`config.mk`:
```
export PLATFORM = sky130hd
export DESIGN_NAME = rn_stall_ctrl
export DESIGN_NICKNAME = d
export VERILOG_FILES = /design/src/rtl/rn_stall_pkg.sv /design/src/rtl/rn_skid_buf.sv /design/src/rtl/rn_stall_arbiter.sv /design/src/rtl/rn_stall_ctrl.sv
export SDC_FILE = /design/constraint.sdc
export NUM_CORES = 1
export LEC_CHECK = 0
export BUFFER_PORTS_ARGS = -buffer_cell sky130_fd_sc_hd__buf_4
export CAP_MARGIN = 0
export CELL_PAD_IN_SITES_DETAIL_PLACEMENT = 1
export CELL_PAD_IN_SITES_GLOBAL_PLACEMENT = 2
export CORE_MARGIN = 2
export CORE_UTILIZATION = 38
export CTS_CLUSTER_DIAMETER = 60
export DETAILED_ROUTE_END_ITERATION = 10
export HOLD_SLACK_MARGIN = 0.06
export PLACE_DENSITY = 0.87
export SLEW_MARGIN = 20
export SYNTH_ARGS = -nofsm -noshare
export SYNTH_HDL_FRONTEND = slang
export SYNTH_SLANG_ARGS = --single-unit
```
`constraint.sdc`:
```
create_clock -name clk -period 7.4 [get_ports clk]
set_input_delay 0.74 -clock clk [delete_from_list [all_inputs] [get_ports clk]]
set_output_delay 0.74 -clock clk [all_outputs]
set_load 0.02 [all_outputs]
```
`src/rtl/rn_stall_pkg.sv`:
```
package rn_stall_pkg;

   typedef enum logic [2:0] {
      RS_IDLE     = 3'd0,
      RS_RUN      = 3'd1,
      RS_BLOCKED  = 3'd2,
      RS_UNBLOCK  = 3'd3,
      RS_SQUASH   = 3'd4,
      RS_SERIAL   = 3'd5
   } rs_state_e;

   typedef enum logic [2:0] {
      ACT_FLUSH,
      ACT_HOLD_SQ,
      ACT_STALL,
      ACT_RESUME,
      ACT_SETTLE,
      ACT_RELEASE,
      ACT_STEP
   } rs_act_e;

   function automatic int skid_cap(input int lag, input int dec_w, input int ren_w);
      return 2 * lag * dec_w + ren_w;
   endfunction

endpackage

```
`src/rtl/rn_skid_buf.sv`:
```
module rn_skid_buf #(
   parameter int W     = 8,
   parameter int DEPTH = 5,
   localparam int CNT_W = $clog2(DEPTH + 1)
) (
   input  logic             clk,
   input  logic             rst_n,
   input  logic             flush,
   input  logic             pop,
   input  logic             push_front,
   input  logic [W-1:0]     front_d,
   input  logic             push_back,
   input  logic [W-1:0]     back_d,
   output logic [W-1:0]     head,
   output logic [CNT_W-1:0] level,
   output logic             lost
);

   generate
      if (DEPTH < 1) begin : g_bad_depth
         $error("rn_skid_buf: DEPTH must be at least 1");
      end
      if (W < 1) begin : g_bad_width
         $error("rn_skid_buf: W must be at least 1");
      end
   endgenerate

   logic [W-1:0]     slot_q [DEPTH];
   logic [W-1:0]     after_pop [DEPTH];
   logic [W-1:0]     after_front [DEPTH];
   logic [W-1:0]     after_back [DEPTH];
   logic [CNT_W-1:0] lvl_q, lvl_pop, lvl_front, lvl_back;
   logic             front_ok, back_ok;

   assign lvl_pop   = lvl_q - CNT_W'(pop);
   assign front_ok  = push_front && (lvl_pop < CNT_W'(DEPTH));
   assign lvl_front = lvl_pop + CNT_W'(front_ok);
   assign back_ok   = push_back && (lvl_front < CNT_W'(DEPTH));
   assign lvl_back  = lvl_front + CNT_W'(back_ok);

   genvar gi;
   generate
      for (gi = 0; gi < DEPTH; gi++) begin : g_slot
         if (gi == DEPTH - 1) begin : g_tail
            assign after_pop[gi] = pop ? '0 : slot_q[gi];
         end else begin : g_mid
            assign after_pop[gi] = pop ? slot_q[gi+1] : slot_q[gi];
         end
         if (gi == 0) begin : g_first
            assign after_front[gi] = front_ok ? front_d : after_pop[gi];
         end else begin : g_rest
            assign after_front[gi] = front_ok ? after_pop[gi-1] : after_pop[gi];
         end
         assign after_back[gi] = (back_ok && lvl_front == CNT_W'(gi)) ? back_d : after_front[gi];
      end
   endgenerate

   always_ff @(posedge clk) begin
      if (!rst_n) begin
         lvl_q <= '0;
         for (int k = 0; k < DEPTH; k++) slot_q[k] <= '0;
      end else if (flush) begin
         lvl_q <= '0;
      end else begin
         lvl_q <= lvl_back;
         for (int k = 0; k < DEPTH; k++) slot_q[k] <= after_back[k];
      end
   end

   assign head  = slot_q[0];
   assign level = lvl_q;
   assign lost  = !flush && ((push_front && !front_ok) || (push_back && !back_ok));

endmodule

```
`src/rtl/rn_stall_arbiter.sv`:
```
module rn_stall_arbiter
   import rn_stall_pkg::*;
#(
   parameter int CRED_W = 6
) (
   input  rs_state_e         state,
   input  logic              squash,
   input  logic              rob_squashing,
   input  logic              later_block,
   input  logic              commit_block,
   input  logic [CRED_W-1:0] rob_cred,
   input  logic [CRED_W-1:0] iq_cred,
   input  logic [CRED_W-1:0] lsq_cred,
   input  logic              regs_ok,
   input  logic              quiet,
   output rs_act_e           act
);

   localparam int NCRED = 3;

   logic [CRED_W-1:0] cred [NCRED];
   logic [NCRED-1:0]  dry;
   logic              stall;

   assign cred[0] = rob_cred;
   assign cred[1] = iq_cred;
   assign cred[2] = lsq_cred;

   genvar gc;
   generate
      for (gc = 0; gc < NCRED; gc++) begin : g_cred
         assign dry[gc] = cred[gc][CRED_W-1] || (cred[gc] == '0);
      end
   endgenerate

   assign stall = later_block || commit_block || (|dry) || !regs_ok ||
                  (state == RS_SERIAL && !quiet);

   always_comb begin
      if (squash)                   act = ACT_FLUSH;
      else if (rob_squashing)       act = ACT_HOLD_SQ;
      else if (stall)               act = ACT_STALL;
      else if (state == RS_BLOCKED) act = ACT_RESUME;
      else if (state == RS_SQUASH)  act = ACT_SETTLE;
      else if (state == RS_SERIAL)  act = ACT_RELEASE;
      else                          act = ACT_STEP;
   end

endmodule

```
`src/rtl/rn_stall_ctrl.sv`:
```
module rn_stall_ctrl
   import rn_stall_pkg::*;
#(
   parameter int TAG_W  = 8,
   parameter int SEQ_W  = 16,
   parameter int CRED_W = 6,
   parameter int LAG    = 2,
   parameter int DEC_W  = 1,
   parameter int REN_W  = 1,
   localparam int SKID_DEPTH = skid_cap(LAG, DEC_W, REN_W),
   localparam int CNT_W      = $clog2(SKID_DEPTH + 1)
) (
   input  logic              clk,
   input  logic              rst_n,
   input  logic              in_valid,
   input  logic [TAG_W-1:0]  in_tag,
   input  logic [SEQ_W-1:0]  in_seq,
   input  logic              in_ser_before,
   input  logic              in_ser_after,
   input  logic              squash,
   input  logic [SEQ_W-1:0]  squash_seq,
   input  logic              rob_squashing,
   input  logic              later_block,
   input  logic              commit_block,
   input  logic [CRED_W-1:0] rob_cred,
   input  logic [CRED_W-1:0] iq_cred,
   input  logic [CRED_W-1:0] lsq_cred,
   input  logic              regs_ok,
   input  logic              rob_empty,
   input  logic              pipe_idle,
   output logic              out_valid,
   output logic [TAG_W-1:0]  out_tag,
   output logic [SEQ_W-1:0]  out_seq,
   output logic              dec_block,
   output logic              dec_unblock,
   output logic [2:0]        state_o,
   output logic [CNT_W-1:0]  skid_level,
   output logic              skid_overflow
);

   localparam int ENT_W  = TAG_W + SEQ_W + 2;
   localparam int ID_W   = TAG_W + SEQ_W;
   localparam int SB_BIT = ID_W;
   localparam int SA_BIT = ID_W + 1;

   generate
      if (TAG_W < 1 || SEQ_W < 2) begin : g_bad_ids
         $error("rn_stall_ctrl: TAG_W >= 1 and SEQ_W >= 2 required");
      end
      if (CRED_W < 2) begin : g_bad_cred
         $error("rn_stall_ctrl: CRED_W must hold a sign bit and a magnitude");
      end
      if (LAG < 1 || DEC_W < 1 || REN_W < 1) begin : g_bad_sizing
         $error("rn_stall_ctrl: LAG, DEC_W and REN_W must be positive");
      end
   endgenerate

   rs_state_e        state, st_n;
   rs_act_e          act;
   logic [ENT_W-1:0] arr, src, held_q, hd_n, held_clean, sk_head, pf_d;
   logic             held_v, hv_n, resume_q, rs_n, pend_q, pd_n;
   logic             ov_n, bk_n, ub_n, ovf_q;
   logic [ID_W-1:0]  out_q, od_n;
   logic             fl, pop, pf, pb, sk_lost, use_sk, src_v, quiet, do_step, to_ser;
   logic [CNT_W-1:0] sk_lvl, after_cnt;

   assign arr        = {in_ser_after, in_ser_before, in_seq, in_tag};
   assign held_clean = {2'b00, held_q[ID_W-1:0]};
   assign quiet      = rob_empty && pipe_idle;
   assign use_sk     = (sk_lvl != '0);
   assign src        = use_sk ? sk_head : arr;
   assign src_v      = use_sk || in_valid;
   assign after_cnt  = sk_lvl - CNT_W'(use_sk) + CNT_W'(use_sk && in_valid);

   rn_stall_arbiter #(.CRED_W(CRED_W)) u_arb (
      .state(state), .squash(squash), .rob_squashing(rob_squashing),
      .later_block(later_block), .commit_block(commit_block),
      .rob_cred(rob_cred), .iq_cred(iq_cred), .lsq_cred(lsq_cred),
      .regs_ok(regs_ok), .quiet(quiet), .act(act)
   );

   rn_skid_buf #(.W(ENT_W), .DEPTH(SKID_DEPTH)) u_skid (
      .clk(clk), .rst_n(rst_n), .flush(fl), .pop(pop),
      .push_front(pf), .front_d(pf_d), .push_back(pb), .back_d(arr),
      .head(sk_head), .level(sk_lvl), .lost(sk_lost)
   );

   always_comb begin
      st_n    = state;
      ov_n    = 1'b0;
      od_n    = out_q;
      bk_n    = 1'b0;
      ub_n    = 1'b0;
      hv_n    = held_v;
      hd_n    = held_q;
      rs_n    = resume_q;
      pd_n    = pend_q;
      fl      = 1'b0;
      pop     = 1'b0;
      pf      = 1'b0;
      pb      = 1'b0;
      pf_d    = held_clean;
      do_step = 1'b0;
      to_ser  = 1'b0;
      unique case (act)
         ACT_FLUSH: begin
            fl   = 1'b1;
            st_n = RS_SQUASH;
            if (state == RS_SERIAL) begin
               if (held_v && held_q[ID_W-1:TAG_W] <= squash_seq) begin
                  rs_n = 1'b1;
               end else begin
                  hv_n = 1'b0;
                  rs_n = 1'b0;
                  ub_n = 1'b1;
               end
            end else if (state != RS_SQUASH) begin
               hv_n = 1'b0;
               rs_n = 1'b0;
               ub_n = (state == RS_BLOCKED) || (state == RS_UNBLOCK);
            end
         end
         ACT_HOLD_SQ: st_n = RS_SQUASH;
         ACT_STALL: begin
            pb = in_valid;
            if (state == RS_SQUASH && resume_q) begin
               st_n = RS_SERIAL;
               rs_n = 1'b0;
               bk_n = 1'b1;
            end else begin
               bk_n = (state != RS_BLOCKED) && (state != RS_SERIAL);
               if (state != RS_SERIAL) st_n = RS_BLOCKED;
            end
         end
         ACT_RESUME: begin
            pb   = in_valid;
            st_n = RS_UNBLOCK;
         end
         ACT_SETTLE: begin
            if (resume_q) begin
               st_n = RS_SERIAL;
               rs_n = 1'b0;
               bk_n = 1'b1;
               pb   = in_valid;
            end else begin
               do_step = 1'b1;
            end
         end
         ACT_RELEASE: begin
            hv_n = 1'b0;
            pb   = in_valid;
            if (use_sk) begin
               pf   = 1'b1;
               st_n = RS_UNBLOCK;
            end else begin
               ov_n = 1'b1;
               od_n = held_q[ID_W-1:0];
               if (in_valid) begin
                  st_n = RS_UNBLOCK;
               end else begin
                  st_n = RS_RUN;
                  ub_n = 1'b1;
               end
            end
         end
         default: do_step = 1'b1;
      endcase

      if (do_step) begin
         if (use_sk) begin
            pop = 1'b1;
            pb  = in_valid;
         end
         if (src_v) begin
            pd_n = 1'b0;
            if (src[SB_BIT] || (pend_q && !quiet)) begin
               hv_n   = 1'b1;
               hd_n   = src;
               st_n   = RS_SERIAL;
               bk_n   = 1'b1;
               to_ser = 1'b1;
            end else begin
               ov_n = 1'b1;
               od_n = src[ID_W-1:0];
               pd_n = src[SA_BIT];
            end
         end
         if (!to_ser) begin
            if (state == RS_UNBLOCK) begin
               if (after_cnt == '0) begin
                  st_n = RS_RUN;
                  ub_n = 1'b1;
               end
            end else if (src_v || state == RS_SQUASH) begin
               st_n = RS_RUN;
            end
         end
      end
   end

   always_ff @(posedge clk) begin
      if (!rst_n) begin
         state    <= RS_IDLE;
         out_valid <= 1'b0;
         out_q    <= '0;
         dec_block <= 1'b0;
         dec_unblock <= 1'b0;
         held_v   <= 1'b0;
         held_q   <= '0;
         resume_q <= 1'b0;
         pend_q   <= 1'b0;
         ovf_q    <= 1'b0;
      end else begin
         state    <= st_n;
         out_valid <= ov_n;
         out_q    <= od_n;
         dec_block <= bk_n;
         dec_unblock <= ub_n;
         held_v   <= hv_n;
         held_q   <= hd_n;
         resume_q <= rs_n;
         pend_q   <= pd_n;
         ovf_q    <= ovf_q || sk_lost;
      end
   end

   assign out_tag       = out_q[TAG_W-1:0];
   assign out_seq       = out_q[ID_W-1:TAG_W];
   assign state_o       = state;
   assign skid_level    = sk_lvl;
   assign skid_overflow = ovf_q;

endmodule

```
==> summary.md, run 1 <==
| Metric | Value |
|---|---|
| Status | `finished clean` |
| Area growth from synthesis to layout | `13.63%` |
| Post-CTS setup buffer count | `0` |
| GRT overflow | `0` |
| Worst skew pair latency | `0.46 ns` |
| Max_slew headroom | `25.01%` |
| Min-Delay Path Class | `reg -> reg` |
| CTS tree | `done` |
| Seq/Total Area, Yosys | `43.40%` |
| Max-cap violations | `0` |
| Total Nets Final | `1418` |
| Final Wtd Congestion | `0.8626` |
| WL met2 | `19820 um` |
| TritonCTS buffer count | `17` |
| Post-CTS Resized | `0` |
| # IOs | `104` |
| Worst setup EP type | `flop` |
| Hold_buf cts | `0` |
| Pwr dens | `181.1 nW/um2` |
| First DRT Iteration DRCs | `1166` |
| Clk pin slew, worst setup/hold paths | `0.08 ns` |
| Most frequent cells in the layout | `146 x nand2_1, 131 x buf_4, 130 x edfxtp_1` |
| GR Util All Layers | `26.28%` |
| Final Slew Violations | `0` |
| Most common library cell in the layout ignoring fill and taps | `nand2_1` |
| Vias in the first global route | `11636` |
| Post-Syn Instances | `1309` |
| Ys flop type | `edfxtp_1` |
| Final Hold Slack | `0.4874 ns` |
| Highest metal used | `met4` |
| FMAX | `163.8 MHz` |
| Fraction of layout cells with a size suffix above 1 | `15.57%` |
| Worst-margin pin slew | `1.125 ns` |
| Starting Density | `38.60%` |
| Lkg Pwr | `4.649 nW` |
| Synth Register Bits | `191` |
| Mapped Nets | `1404` |
| Worst setup SP type | `primary input` |
| DRT antenna net count | `0` |
| CP Class | `in -> reg` |
| WL met3 | `3171 um` |
| Core area | `30590 um2` |
| Buffers on Ports | `103` |
| WL met1 | `19400 um` |
| Syn Area/Cell | `9.020 um2` |
| Critical Path AT | `6.29 ns` |
| Die H | `180.3 um` |
| Clk root buf | `clkbuf_16` |
| Via density | `6.637` |
| DRC | `0` |
| Final min period | `6.107 ns` |
| Global-route wire length before repair | `68250 um` |
| Vias post-DR | `11495` |
| Antenna violations before repair | `0` |
| CP required | `7.58 ns` |
| Largest net degree at the start of global routing | `117` |
| CTS Sinks | `191` |
| Antenna diodes | `0` |
| Synthesized area | `11810 um2` |
| Die W | `180.3 um` |
| Ys async rst share | `0%` |
| Synth unique cells | `66` |
| Final WL | `43320 um` |
| Endpoints failing setup | `0` |
| Fin crit share | `82.52%` |
| Max clock buf depth | `2` |
| Setup TNS | `0 ns` |
| Max rail drop VDD | `0.1186 mV` |
| H-tree depth | `4` |
| Number of synthesized flops with an enable pin | `130` |
| Die Area | `32500 um2` |
| Detailed Place HPWL | `26990 um` |
| Yosys warns | `0` |
| Max Clock Skew | `0.01717 ns` |
| Row Count | `64` |
| CP Max Fanout | `16` |
| Unrepaired setup endpoints after global routing | `false` |
| Initial DRT Pass Iterations | `6` |
| Final Hold Viols | `0` |
| WL/cell | `25.01 um` |
## critical path, stage by stage
cell and delay [ns]:
buf_4 0.11, nor4_1 0.28, nand3b_1 0.14, or4_4 0.60, or4_2 0.69, or2_2 0.34
clkinv_4 0.06, ha_1 0.13, ha_1 0.15, xor2_1 0.24, nand2_1 0.13, and3_1 0.24
ha_1 0.21, ha_1 0.21, xnor2_1 0.46, nor3_1 0.12, nand3_2 0.30, nand4_1 0.65
buf_4 0.47
## area by class of cell
type	count	area, um2
Sequential cell	191	5125
Multi-Input combinational cell	947	6073
Inverter	35	136.4
Fill cell	3538	17170
Clock inverter	15	177.7
Clock buffer	17	425.4
Timing Repair Buffer	131	983.4
Tap cell	396	495.5
## per-stage QoR
stage          area (um2)  util, %  cells  power, mW  worst slack (ns)
2_1_floorplan       11810        -   1309      1.371             1.354
3_3_place_gp        12810    41.86   1700      1.462            0.9871
3_5_place_dp        12810    41.86   1700      1.471            0.8642
4_1_cts             13410    43.84   1732      2.435             1.334
5_1_grt             13420    43.86   1732      2.506             1.014
6_report            13420    43.86   1732      2.430             1.293
## report_power, final
part / internal (mW) / leakage (nW) / switching (mW) / total, mW
Sequential: 1.18 / 1.91 / 0.0373 / 1.22
Clock: 0.462 / 0.291 / 0.516 / 0.978
Combinational: 0.0896 / 2.44 / 0.141 / 0.230
Total: 1.74 / 4.65 / 0.694 / 2.43
## path summary, 6_finish.rpt
kind / from / endpoint / slack (ns) / cells after the start
worst max-delay path: commit_block / u_skid.slot_q[0][125] / 1.29 / 19
worst min-delay path: out_q[6] / out_q[6] / 0.49 / 2
worst max register to register: state_o[2] / u_skid.slot_q[0][125] / 1.64 / 18
worst min register to register: out_q[6] / out_q[6] / 0.49 / 2
## flip-flops by register name (all words and copies together) (netlist names)
signal	cells
u_skid.slot_q	130
dec_unblock	1
skid_overflow	1
held_q	24
held_v	1
out_valid	1
out_q	24
dec_block	1
pend_q	1
resume_q	1
state_o	3
u_skid.level	3
## cell usage after synthesis, drive strengths merged (17+ instances only)
| library cell | n | area, um2 |
|---|---|---|
| a21oi | 29 | 145.1 |
| a311oi | 24 | 210.2 |
| a31oi | 72 | 450.4 |
| and3 | 18 | 112.6 |
| and3b | 17 | 148.9 |
| buf | 17 | 123.9 |
| clkbuf | 119 | 446.7 |
| dfxtp | 61 | 1221 |
| edfxtp | 130 | 3904 |
| ha | 24 | 300.3 |
| inv | 34 | 127.6 |
| mux2 | 19 | 214.0 |
| mux2i | 27 | 270.3 |
| nand2 | 148 | 558.0 |
| nand3 | 33 | 170.2 |
| nor2 | 69 | 259.0 |
| nor3 | 29 | 150.1 |
| o211ai | 66 | 495.5 |
| o21ai | 88 | 440.4 |
| o221ai | 45 | 394.1 |
| o22ai | 117 | 732.0 |
| or3 | 33 | 206.5 |
## layer usage
metal | vias to the layer above | global-route usage [%]
met4 | 0 | 8.258
met5 | - | 0
met1 | 5804 | 36.97
li1 | 5129 | -
met2 | 493 | 41.01
met3 | 69 | 4.790
## cell families (layout without fill, tap and decap cells)
group / count (synthesis) / in the layout / share of synthesized area, %
compound gates: 475 / 475 / 26.85
xor+xnor: 5 / 5 / 0.3709
fa+ha+maj: 25 / 25 / 2.713
buf+inv: 171 / 198 / 5.987
flops: 191 / 191 / 43.40
mux: 46 / 46 / 4.101
simple gates: 396 / 396 / 16.57
(Power assumes the default switching activity.)
==> run 2: changes to the inputs <==
CORE_UTILIZATION = 34   (was 38)
PLACE_DENSITY = 0.83   (was 0.87)
clock period = 5.5 ns   (was 7.4 ns; I/O delays follow)
==> run 2 against run 1 <==
Effect of this change:
- first-iteration DRC count up 6.8%
- power up 34%
- sequential share of layout area fell by 0.79 points
- count of clock-buffer cells in the layout increased by 5
- worst hold slack got worse by 0.069 ns
- routed wire length grew 0.91%
- via count down 0.57%
- largest power group unchanged
- combinational power rose by 37%
- highest routed layer unchanged
==> summary.md, run 2 (synthesis results as in run 1) <==
| Metric | Value |
|---|---|
| # IOs | `104` |
| Crit path cell chain | `inv_1 -> nand2_1 -> o21ai_0 -> or4_4 -> or2_2 -> clkinv_4 -> ha_4 -> ha_4 -> xor2_4 -> nand2_1 -> and3_4 -> ha_2 -> ha_4 -> xnor2_4 -> nor3_2 -> nand3_2 -> nand3_1 -> buf_4 -> o22ai_1` |
| H-tree depth | `4` |
| Endpoints failing setup | `0` |
| Largest Register | `u_skid.slot_q` |
| Core area | `34370 um2` |
| Die Area | `36240 um2` |
| CTS Sinks | `191` |
| DRC | `0` |
| Buffers and inverters on the worst path | `3` |
| Top flop regs | `u_skid.slot_q (130), held_q (24), out_q (24)` |
| Post-route cell area | `13700 um2` |
| Worst-margin pin slew | `1.050 ns` |
| Max clock buf depth | `2` |
| Worst setup EP type | `flop` |
| Crit-path slowest cell | `dfxtp_1` |
| TritonCTS buffer count | `17` |
| Min-Delay Path Class | `in -> reg` |
| Worst skew pair latency | `0.45 ns` |
| Max-cap violations | `0` |
| Critical Path AT | `4.96 ns` |
| Final Slew Violations | `0` |
| Vias in the first global route | `11642` |
| CP required | `5.68 ns` |
| Antenna diodes | `0` |
| Max_slew headroom | `30.02%` |
| Most common library cell in the layout ignoring fill and taps | `nand2_1` |
| Lkg Pwr | `4.730 nW` |
| CTS tree | `done` |
| CP Max Fanout | `26` |
| Most frequent cells in the layout | `146 x nand2_1, 136 x buf_4, 130 x edfxtp_1` |
| GRT overflow | `0` |
| Detailed Place HPWL | `27450 um` |
| Finished Layout Cells | `1801` |
| Overall Power | `3.256 mW` |
| Most used cell, CP | `ha_4` |
| Fraction of layout cells with a size suffix above 1 | `16.49%` |
| Die H | `190.4 um` |
| Via density | `6.346` |
| Final min period | `4.782 ns` |
| DRT antenna net count | `0` |
| GR Util All Layers | `24.29%` |
| First DRT Iteration DRCs | `1245` |
| Setup TNS | `0 ns` |
| Antenna violations before repair | `0` |
| CP Class | `reg -> reg` |
| Buffers on Ports | `103` |
| Worst setup SP type | `flop` |
| Pwr dens | `237.7 nW/um2` |
| Initial DRT Pass Iterations | `7` |
| Final Hold Slack | `0.4181 ns` |
| FMAX | `209.1 MHz` |
| Max reg flops | `130` |
| Hold_buf cts | `0` |
| Final Wtd Congestion | `0.8811` |
| Dpl cells | `1769` |
| Final Hold Viols | `0` |
| Clk pin slew, worst setup/hold paths | `0.08 ns` |
| Status | `finished clean` |
| Global-route wire length before repair | `68860 um` |
| Final WL | `43710 um` |
| Total Nets Final | `1428` |
| Core Util, Final | `39.86%` |
| Die W | `190.4 um` |
| Post-CTS Resized | `0` |
| Cell Area, Placed | `13110 um2` |
| Clk root buf | `clkbuf_16` |
| Placement Setup Slack | `0.3429 ns` |
| Post-CTS setup buffer count | `0` |
| Area growth from synthesis to layout | `16.03%` |
| WL/cell | `24.27 um` |
| Unrepaired setup endpoints after global routing | `false` |
| Max Clock Skew | `0.01335 ns` |
| Top delay family on crit path | `simple AND/OR/NAND/NOR gates` |
| CP peak stage delay | `0.52 ns` |
| Post-route setup slack | `0.7176 ns` |
| Fin crit share | `86.95%` |
| Max rail drop VDD | `0.1529 mV` |
| Largest net degree at the start of global routing | `104` |
| Row Count | `68` |
| Starting Density | `34.35%` |
| Vias post-DR | `11430` |
[run 2: changes by cell type in the layout (fill, tap and decap cells not counted), sizes merged]
cell | previous run | this run
buf | 131 | 141
bufinv | 0 | 1
clkbuf | 17 | 22
clkinv | 6 | 5
clkinvlp | 1 | 0
inv | 43 | 39
[run 2: worst paths after layout]
check | slack [ns] | start | cells past startpoint | end
worst max register to register | 0.72 | state_o[2] | 19 | u_skid.slot_q[0][120]
worst max-delay path | 0.72 | state_o[2] | 19 | u_skid.slot_q[0][120]
worst min register to register | 0.49 | out_q[21] | 2 | out_q[21]
worst min-delay path | 0.42 | in_tag[2] | 2 | u_skid.slot_q[0][106]
[run 2: report_power, final]
group | leakage (nW) | internal, mW | total [mW] | switching [mW]
clock network | 0.292 | 0.689 | 1.30 | 0.607
logic | 2.53 | 0.125 | 0.316 | 0.191
registers | 1.91 | 1.59 | 1.64 | 0.0504
total | 4.73 | 2.41 | 3.26 | 0.848
[run 2: worst reg2reg max path: stages, from the launching register on]
cell and delay, ns:
dfxtp_1 0.52, inv_1 0.19, nand2_1 0.24, o21ai_0 0.20
or4_4 0.45, or2_2 0.33, clkinv_4 0.07, ha_4 0.12
ha_4 0.14, xor2_4 0.23, nand2_1 0.14, and3_4 0.22
ha_2 0.19, ha_4 0.17, xnor2_4 0.16, nor3_2 0.17
nand3_2 0.25, nand3_1 0.18, buf_4 0.37, o22ai_1 0.17
[run 2: metal layers]
layer | wire [um] | up-vias | track usage, %
li1 | - | 5156 | -
met1 | 19910 | 5795 | 34.39
met2 | 20120 | 435 | 38.41
met3 | 3053 | 44 | 4.049
met4 | 631 | 0 | 6.291
met5 | 0 | - | 0
[run 2: cell type report]
| class | instances | area [um2] |
|---|---|---|
| fill | 3973 | 20670 |
| multi-input combinational | 947 | 6162 |
| sequential | 191 | 5125 |
| timing repair buffer | 141 | 1121 |
| tap | 455 | 569.3 |
| clock buffer | 22 | 486.7 |
| inverter | 35 | 136.4 |
| clock inverter | 10 | 100.1 |
